**src/rtl/ilv_pkg.sv**
```systemverilog
package ilv_pkg;
  typedef enum logic {ST_IDLE, ST_RUN} run_st_t;
  localparam int PHASES  = 4;
  localparam int PHASE_W = $clog2(PHASES);
  localparam int MIN_LEN = 4;
endpackage

```
**src/rtl/ilv_modadd.sv**
```systemverilog
// Modular sum (a + b + cin) mod n, with a, b < n, using one conditional subtraction.
module ilv_modadd #(
  parameter int AW = 13
) (
  input  logic [AW-1:0] a,
  input  logic [AW-1:0] b,
  input  logic          cin,
  input  logic [AW-1:0] n,
  output logic [AW-1:0] y
);
  logic [AW:0] sum;
  logic [AW:0] diff;

  always_comb begin
    sum  = {1'b0, a} + {1'b0, b} + {{AW{1'b0}}, cin};
    diff = sum - {1'b0, n};
    y    = (sum >= {1'b0, n}) ? diff[AW-1:0] : sum[AW-1:0];
  end
endmodule

```
**src/rtl/ilv_offsets.sv**
```systemverilog
// Per-phase offset table, reduced into [0, N) once when a run is loaded.
module ilv_offsets
  import ilv_pkg::*;
#(
  parameter int AW = 13
) (
  input  logic                       clk,
  input  logic                       rst_n,
  input  logic                       load,
  input  logic [AW-1:0]              n,
  input  logic [AW-1:0]              p1,
  input  logic [AW-1:0]              p2,
  input  logic [AW-1:0]              p3,
  output logic [PHASES-1:0][AW-1:0]  off_q
);
  logic [AW-1:0]             half_n;
  logic [PHASES-1:0][AW-1:0] off_nx;
  logic [PHASES-1:0][AW-1:0] raw;

  assign half_n = {1'b0, n[AW-1:1]};
  assign raw[0] = '0;
  assign raw[1] = p1;
  assign raw[2] = p2;
  assign raw[3] = p3;

  for (genvar k = 0; k < PHASES; k++) begin : g_phase
    if (k % 2 == 1) begin : g_half
      ilv_modadd #(.AW(AW)) u_red (
        .a(half_n), .b(raw[k]), .cin(1'b0), .n(n), .y(off_nx[k])
      );
    end else begin : g_plain
      assign off_nx[k] = raw[k];
    end
  end

  always_ff @(posedge clk or negedge rst_n) begin
    if (!rst_n)    off_q <= '0;
    else if (load) off_q <= off_nx;
  end
endmodule

```
**src/rtl/ilv_accum.sv**
```systemverilog
// Running value of P0*j mod N, advanced by one step per consumed position.
module ilv_accum #(
  parameter int AW = 13
) (
  input  logic          clk,
  input  logic          rst_n,
  input  logic          clear,
  input  logic          step,
  input  logic [AW-1:0] p0,
  input  logic [AW-1:0] n,
  output logic [AW-1:0] acc
);
  logic [AW-1:0] acc_nx;

  ilv_modadd #(.AW(AW)) u_step (
    .a(acc), .b(p0), .cin(1'b0), .n(n), .y(acc_nx)
  );

  always_ff @(posedge clk or negedge rst_n) begin
    if (!rst_n)     acc <= '0;
    else if (clear) acc <= '0;
    else if (step)  acc <= acc_nx;
  end
endmodule

```
**src/rtl/ilv_addr_gen.sv**
```systemverilog
module ilv_addr_gen
  import ilv_pkg::*;
#(
  parameter int AW = 13
) (
  input  logic          clk,
  input  logic          rst_n,
  input  logic          start,
  input  logic [AW-1:0] n_len,
  input  logic [AW-1:0] p0,
  input  logic [AW-1:0] p1,
  input  logic [AW-1:0] p2,
  input  logic [AW-1:0] p3,
  output logic          out_valid,
  input  logic          out_ready,
  output logic [AW-1:0] out_addr,
  output logic          out_swap,
  output logic          out_last
);
  run_st_t                   st;
  logic [AW-1:0]             n_q;
  logic [AW-1:0]             p0_q;
  logic [AW-1:0]             j_q;
  logic [AW-1:0]             acc;
  logic [PHASES-1:0][AW-1:0] off_q;
  logic [AW-1:0]             off_sel;
  logic                      load;
  logic                      fire;

  assign load = start && (st == ST_IDLE) && (n_len >= AW'(MIN_LEN));
  assign fire = out_valid && out_ready;

  always_ff @(posedge clk or negedge rst_n) begin
    if (!rst_n) begin
      st   <= ST_IDLE;
      n_q  <= '0;
      p0_q <= '0;
      j_q  <= '0;
    end else if (load) begin
      st   <= ST_RUN;
      n_q  <= n_len;
      p0_q <= p0;
      j_q  <= '0;
    end else if (fire) begin
      if (out_last) st  <= ST_IDLE;
      else          j_q <= j_q + AW'(1);
    end
  end

  ilv_accum #(.AW(AW)) u_acc (
    .clk(clk), .rst_n(rst_n), .clear(load), .step(fire && !out_last),
    .p0(p0_q), .n(n_q), .acc(acc)
  );

  ilv_offsets #(.AW(AW)) u_off (
    .clk(clk), .rst_n(rst_n), .load(load), .n(n_len),
    .p1(p1), .p2(p2), .p3(p3), .off_q(off_q)
  );

  assign off_sel = off_q[j_q[PHASE_W-1:0]];

  ilv_modadd #(.AW(AW)) u_comb (
    .a(acc), .b(off_sel), .cin(1'b1), .n(n_q), .y(out_addr)
  );

  assign out_valid = (st == ST_RUN);
  assign out_swap  = ~j_q[0];
  assign out_last  = (j_q == n_q - AW'(1));

  // a run opens with address 1 and a swapped couple
  assert_first_R1: assert property (@(posedge clk) disable iff (!rst_n)
    load |=> out_valid && out_addr == AW'(1) && out_swap);

  // accumulator stays reduced during a run
  assert_acc_range_R2: assert property (@(posedge clk) disable iff (!rst_n)
    out_valid |-> acc < n_q);

  // emitted address below N
  assert_range_R3: assert property (@(posedge clk) disable iff (!rst_n)
    out_valid |-> out_addr < n_q);

  // swap alternates between consecutive positions
  assert_swap_alt_R4: assert property (@(posedge clk) disable iff (!rst_n)
    fire && !out_last |=> out_swap != $past(out_swap));

  // stream closes after the last transfer
  assert_end_R5: assert property (@(posedge clk) disable iff (!rst_n)
    fire && out_last |=> !out_valid);

  // outputs frozen under back-pressure
  assert_hold_R6: assert property (@(posedge clk) disable iff (!rst_n)
    out_valid && !out_ready |=> out_valid && $stable(out_addr)
      && $stable(out_swap) && $stable(out_last));
endmodule

```
**config.mk**
```make
export PLATFORM = sky130hd
export DESIGN_NAME = ilv_addr_gen
export DESIGN_NICKNAME = d
export VERILOG_FILES = /design/src/rtl/ilv_pkg.sv /design/src/rtl/ilv_modadd.sv /design/src/rtl/ilv_offsets.sv /design/src/rtl/ilv_accum.sv /design/src/rtl/ilv_addr_gen.sv
export SDC_FILE = /design/constraint.sdc
export NUM_CORES = 1
export LEC_CHECK = 0
export BUFFER_PORTS_ARGS = -buffer_cell sky130_fd_sc_hd__buf_4
export CAP_MARGIN = 20
export CELL_PAD_IN_SITES_DETAIL_PLACEMENT = 1
export CELL_PAD_IN_SITES_GLOBAL_PLACEMENT = 1
export CORE_ASPECT_RATIO = 0.75
export CORE_MARGIN = 5
export CORE_UTILIZATION = 47
export CTS_BUF_LIST = sky130_fd_sc_hd__clkbuf_4
export CTS_CLUSTER_SIZE = 28
export DETAILED_ROUTE_END_ITERATION = 8
export PLACE_DENSITY = 0.86
export SLEW_MARGIN = 5
export SYNTH_ARGS = -nofsm -noshare
export SYNTH_HDL_FRONTEND = slang
export SYNTH_SLANG_ARGS = --single-unit
```
**constraint.sdc**
```tcl
create_clock -name clk -period 7.1 [get_ports clk]
set_clock_uncertainty 0.15 [all_clocks]
set_input_delay 1.065 -clock clk [delete_from_list [all_inputs] [get_ports clk]]
set_output_delay 1.065 -clock clk [all_outputs]
set_load 0.01 [all_outputs]
```
==> results.py <==
metrics = {
    "floorplan": {
        "die_x_um": 172,
        "die_height_um": 131,
        "die_area_um2": 22600,
        "start_util_pct": 47.8,
        "rows": 44,
        "io_pins": 85,
        "fp.coreArea_um2": 19300,
    },
    "yosys": {
        "synthesis.area_um2": 9230,
        "synth.avg_cell_area_um2": 8.24,
        "synth-warning-count": 0,
        "synth_ff_type": "dfrtp_1",
        "seq_area_frac_synth_pct": 24.9,
        "async_flop_share_pct": 100,
        "yosysUniqueCellTypes": 72,
        "synth_edf_count": 0,
        "syn-num-nets": 1301,
        "synth-seq-cells": 92,
        "synthCells": 1120,
    },
    "timing": {
        "min_period_ns": 6.70,
        "fmax_mhz": 149,
        "worst_pin_slew_ns": 0.982,
        "maxSlewViolCount": 0,
        "rsz0062_at_grt": "false",
        "setup-tns-final_ns": 0,
        "setup_viol": 0,
        "report.final.hold_viol_count": 0,
        "slew-limit-headroom_pct": 34.5,
        "finalCritPeriodShare_pct": 94.4,
    },
    "worst_setup_path": {
        "startpoint_type": "flop",
        "reg2reg_from": "u_acc.acc[0]",
        "reg2reg_slack_ns": 2.16,
        "cp_slowest_cell": "dfrtp_2",
        "critPathCaptureType": "output pin",
        "cp.required_ns": 5.88,
        "cp-startpoint": "j_q[1]",
        "path_class": "reg -> out",
        "cpMostUsedCell": "a21oi_1",
        "slowest_delay_ns": 0.50,
        "crit_fanout": 13,
        "worstPathCellList": "nor2b_1, buf_4, a21oi_1, ha_1, inv_1, fa_1, a21o_1, a21oi_1, nor2b_1, o41ai_2, o21ai_0, o41ai_2, xnor2_1, ha_1, a211o_1, or4_1, a21oi_1, or3_1, o21ai_4, mux2_2, buf_4",
        "worstPathArrival_ns": 5.49,
    },
    "status": {
        "status": "finished, final reports clean",
    },
    "finish": {
        "drive_above_1_share_pct": 12.6,
        "multi_input_area_um2": 6580,
        "fillers": 2414,
        "diodes": 0,
        "nets": 1367,
        "area_delta_synth_final_pct": 10.9,
        "area.sequential_um2": 2300,
    },
    "routing": {
        "viasPerCell": 6.10,
        "first_pass_iters": 5,
        "wl_mm": 29.9,
        "via_count": 8814,
        "drc": 0,
        "ant_nets": 0,
        "drt_iter0_drc": 696,
        "wire_per_inst_um": 20.7,
    },
    "global_route": {
        "grt_pass1_wl_mm": 47.5,
        "grt_start_max_net_pins": 98,
        "grt_pass1_vias": 8970,
        "antenna_found_initial": 0,
        "globalRouteTotalUtil_pct": 26.1,
        "grt.overflow.total": 0,
    },
    "flow_run": {
        "drv_cap": 0,
    },
    "placed_design": {
        "io_buffer_count": 84,
        "place_congestion": 0.887,
        "dp_hpwl_mm": 23.9,
    },
    "cts": {
        "clock-sinks": 92,
        "clk_pin_slew_ns": 0.15,
        "cts_max_level": 3,
        "root_buffer": "clkbuf_4",
        "clockBufferDepth": 2,
        "insertion_delay_ns": 0.47,
        "hold_buffers": 0,
        "cts_buffers": 9,
        "cts_tree": "yes",
    },
    "worst_hold_path": {
        "hold_start": "p0_q[7]",
        "hold_class": "reg -> reg",
    },
}
## critical path: cells and delay by family (launching register included)
| kind | cells | cell delay (ns) |
|---|---|---|
| adder cells (fa/ha/maj) | 3 | 0.80 |
| multiplexers | 1 | 0.31 |
| buffers and inverters | 3 | 0.38 |
| XOR/XNOR | 1 | 0.15 |
| AND/OR/NAND/NOR | 4 | 0.93 |
| flip-flops | 1 | 0.50 |
| AO/OA/AOI/OAI | 9 | 1.96 |
## final timing paths
kind	to	cells after the start
min in group asynchronous	p0_q[4]	1
worst max-delay path	out_addr[3]	21
worst min-delay path	p0_q[7]	2
max in group asynchronous	j_q[1]	2
worst max register to register	u_acc.acc[1]	17
worst min register to register	p0_q[7]	2
## sequential cells by signal, summed over array words and instances (netlist names)
| register | count |
|---|---|
| u_off.off_q | 39 |
| out_valid | 1 |
| p0_q | 13 |
| n_q | 13 |
| u_acc.acc | 13 |
| j_q | 13 |
## stage by stage
| stage | hold WS [ns] | cell area, um^2 | cells | worst slack, ns | utilization (%) |
|---|---|---|---|---|---|
| after floorplan | 0.296 | 9230 | 1120 | 0.806 | - |
| after global placement | 0.315 | 10100 | 1428 | 0.590 | 52.1 |
| after detailed placement | 0.319 | 10100 | 1428 | 0.419 | 52.1 |
| after CTS | 0.357 | 10200 | 1444 | 0.0963 | 52.8 |
| after global routing | 0.390 | 10200 | 1444 | 0.0584 | 53.0 |
| final | 0.356 | 10200 | 1444 | 0.396 | 53.0 |
## kinds of logic after synthesis
kind of cell             synth area share [%]
AND/OR/NAND/NOR                          19.7
multiplexers                             6.59
adder cells (fa/ha/maj)                  15.8
buffers and inverters                    4.15
AO/OA/AOI/OAI                            20.2
XOR/XNOR                                 8.63
flip-flops                               24.9
## placed cells by master, fill, tap and decap left out, drive strengths merged, types with 12 or more instances in the layout
| cell | netlist | routed |
|---|---|---|
| a211oi | 18 | 18 |
| a21o | 21 | 21 |
| a21oi | 53 | 53 |
| buf | 11 | 90 |
| dfrtp | 92 | 92 |
| ha | 104 | 104 |
| inv | 59 | 60 |
| mux2 | 14 | 14 |
| mux2i | 45 | 45 |
| nand2 | 163 | 163 |
| nand3 | 41 | 41 |
| nor2 | 59 | 59 |
| nor3 | 32 | 32 |
| o21a | 12 | 12 |
| o21ai | 96 | 96 |
| xnor2 | 65 | 65 |
| xor2 | 26 | 26 |
## cell usage after synthesis, drive strengths merged (12+ instances only)
| master | n | share of area (%) |
|---|---|---|
| o21ai | 96 | 5.2 |
| a21oi | 53 | 2.9 |
| a211oi | 18 | 1.5 |
| nor2 | 59 | 2.4 |
| clkbuf | 24 | 0.98 |
| a21o | 21 | 1.7 |
| dfrtp | 92 | 25 |
| ha | 104 | 14 |
| nand2 | 163 | 6.6 |
| mux2i | 45 | 4.9 |
| mux2 | 14 | 1.7 |
| nand3 | 41 | 2.2 |
| o21a | 12 | 0.98 |
| nor3 | 32 | 1.7 |
| xor2 | 26 | 2.5 |
| inv | 59 | 2.4 |
| xnor2 | 65 | 6.2 |
## area by class of cell
| cell class | instances | share of cell area [%] |
|---|---|---|
| Timing Repair Buffer | 90 | 6.60 |
| Tap cell | 253 | 3.09 |
| Sequential cell | 92 | 22.5 |
| Clock buffer | 10 | 0.733 |
| Clock inverter | 6 | 0.611 |
| Multi-Input combinational cell | 934 | 64.2 |
| Inverter | 59 | 2.20 |
## metal layers
metal / GRT usage [%] / vias up / wire length, um
met2: 40.2 / 240 / 13200
met1: 38.3 / 4347 / 14200
met3: 5.56 / 36 / 1970
met5: 0 / - / 0
li1: - / 4191 / -
met4: 4.80 / 0 / 474
## repair_timing
action | 4_1_cts | 5_1_grt
buffers inserted | 0 | 0
endpoints found under the setup margin | 13 | 13
resized for setup | 1 | 6
Power is left out: the tool's default activity adds up to more than one toggle a clock period on the data nets, which glitch-free logic cannot reach.
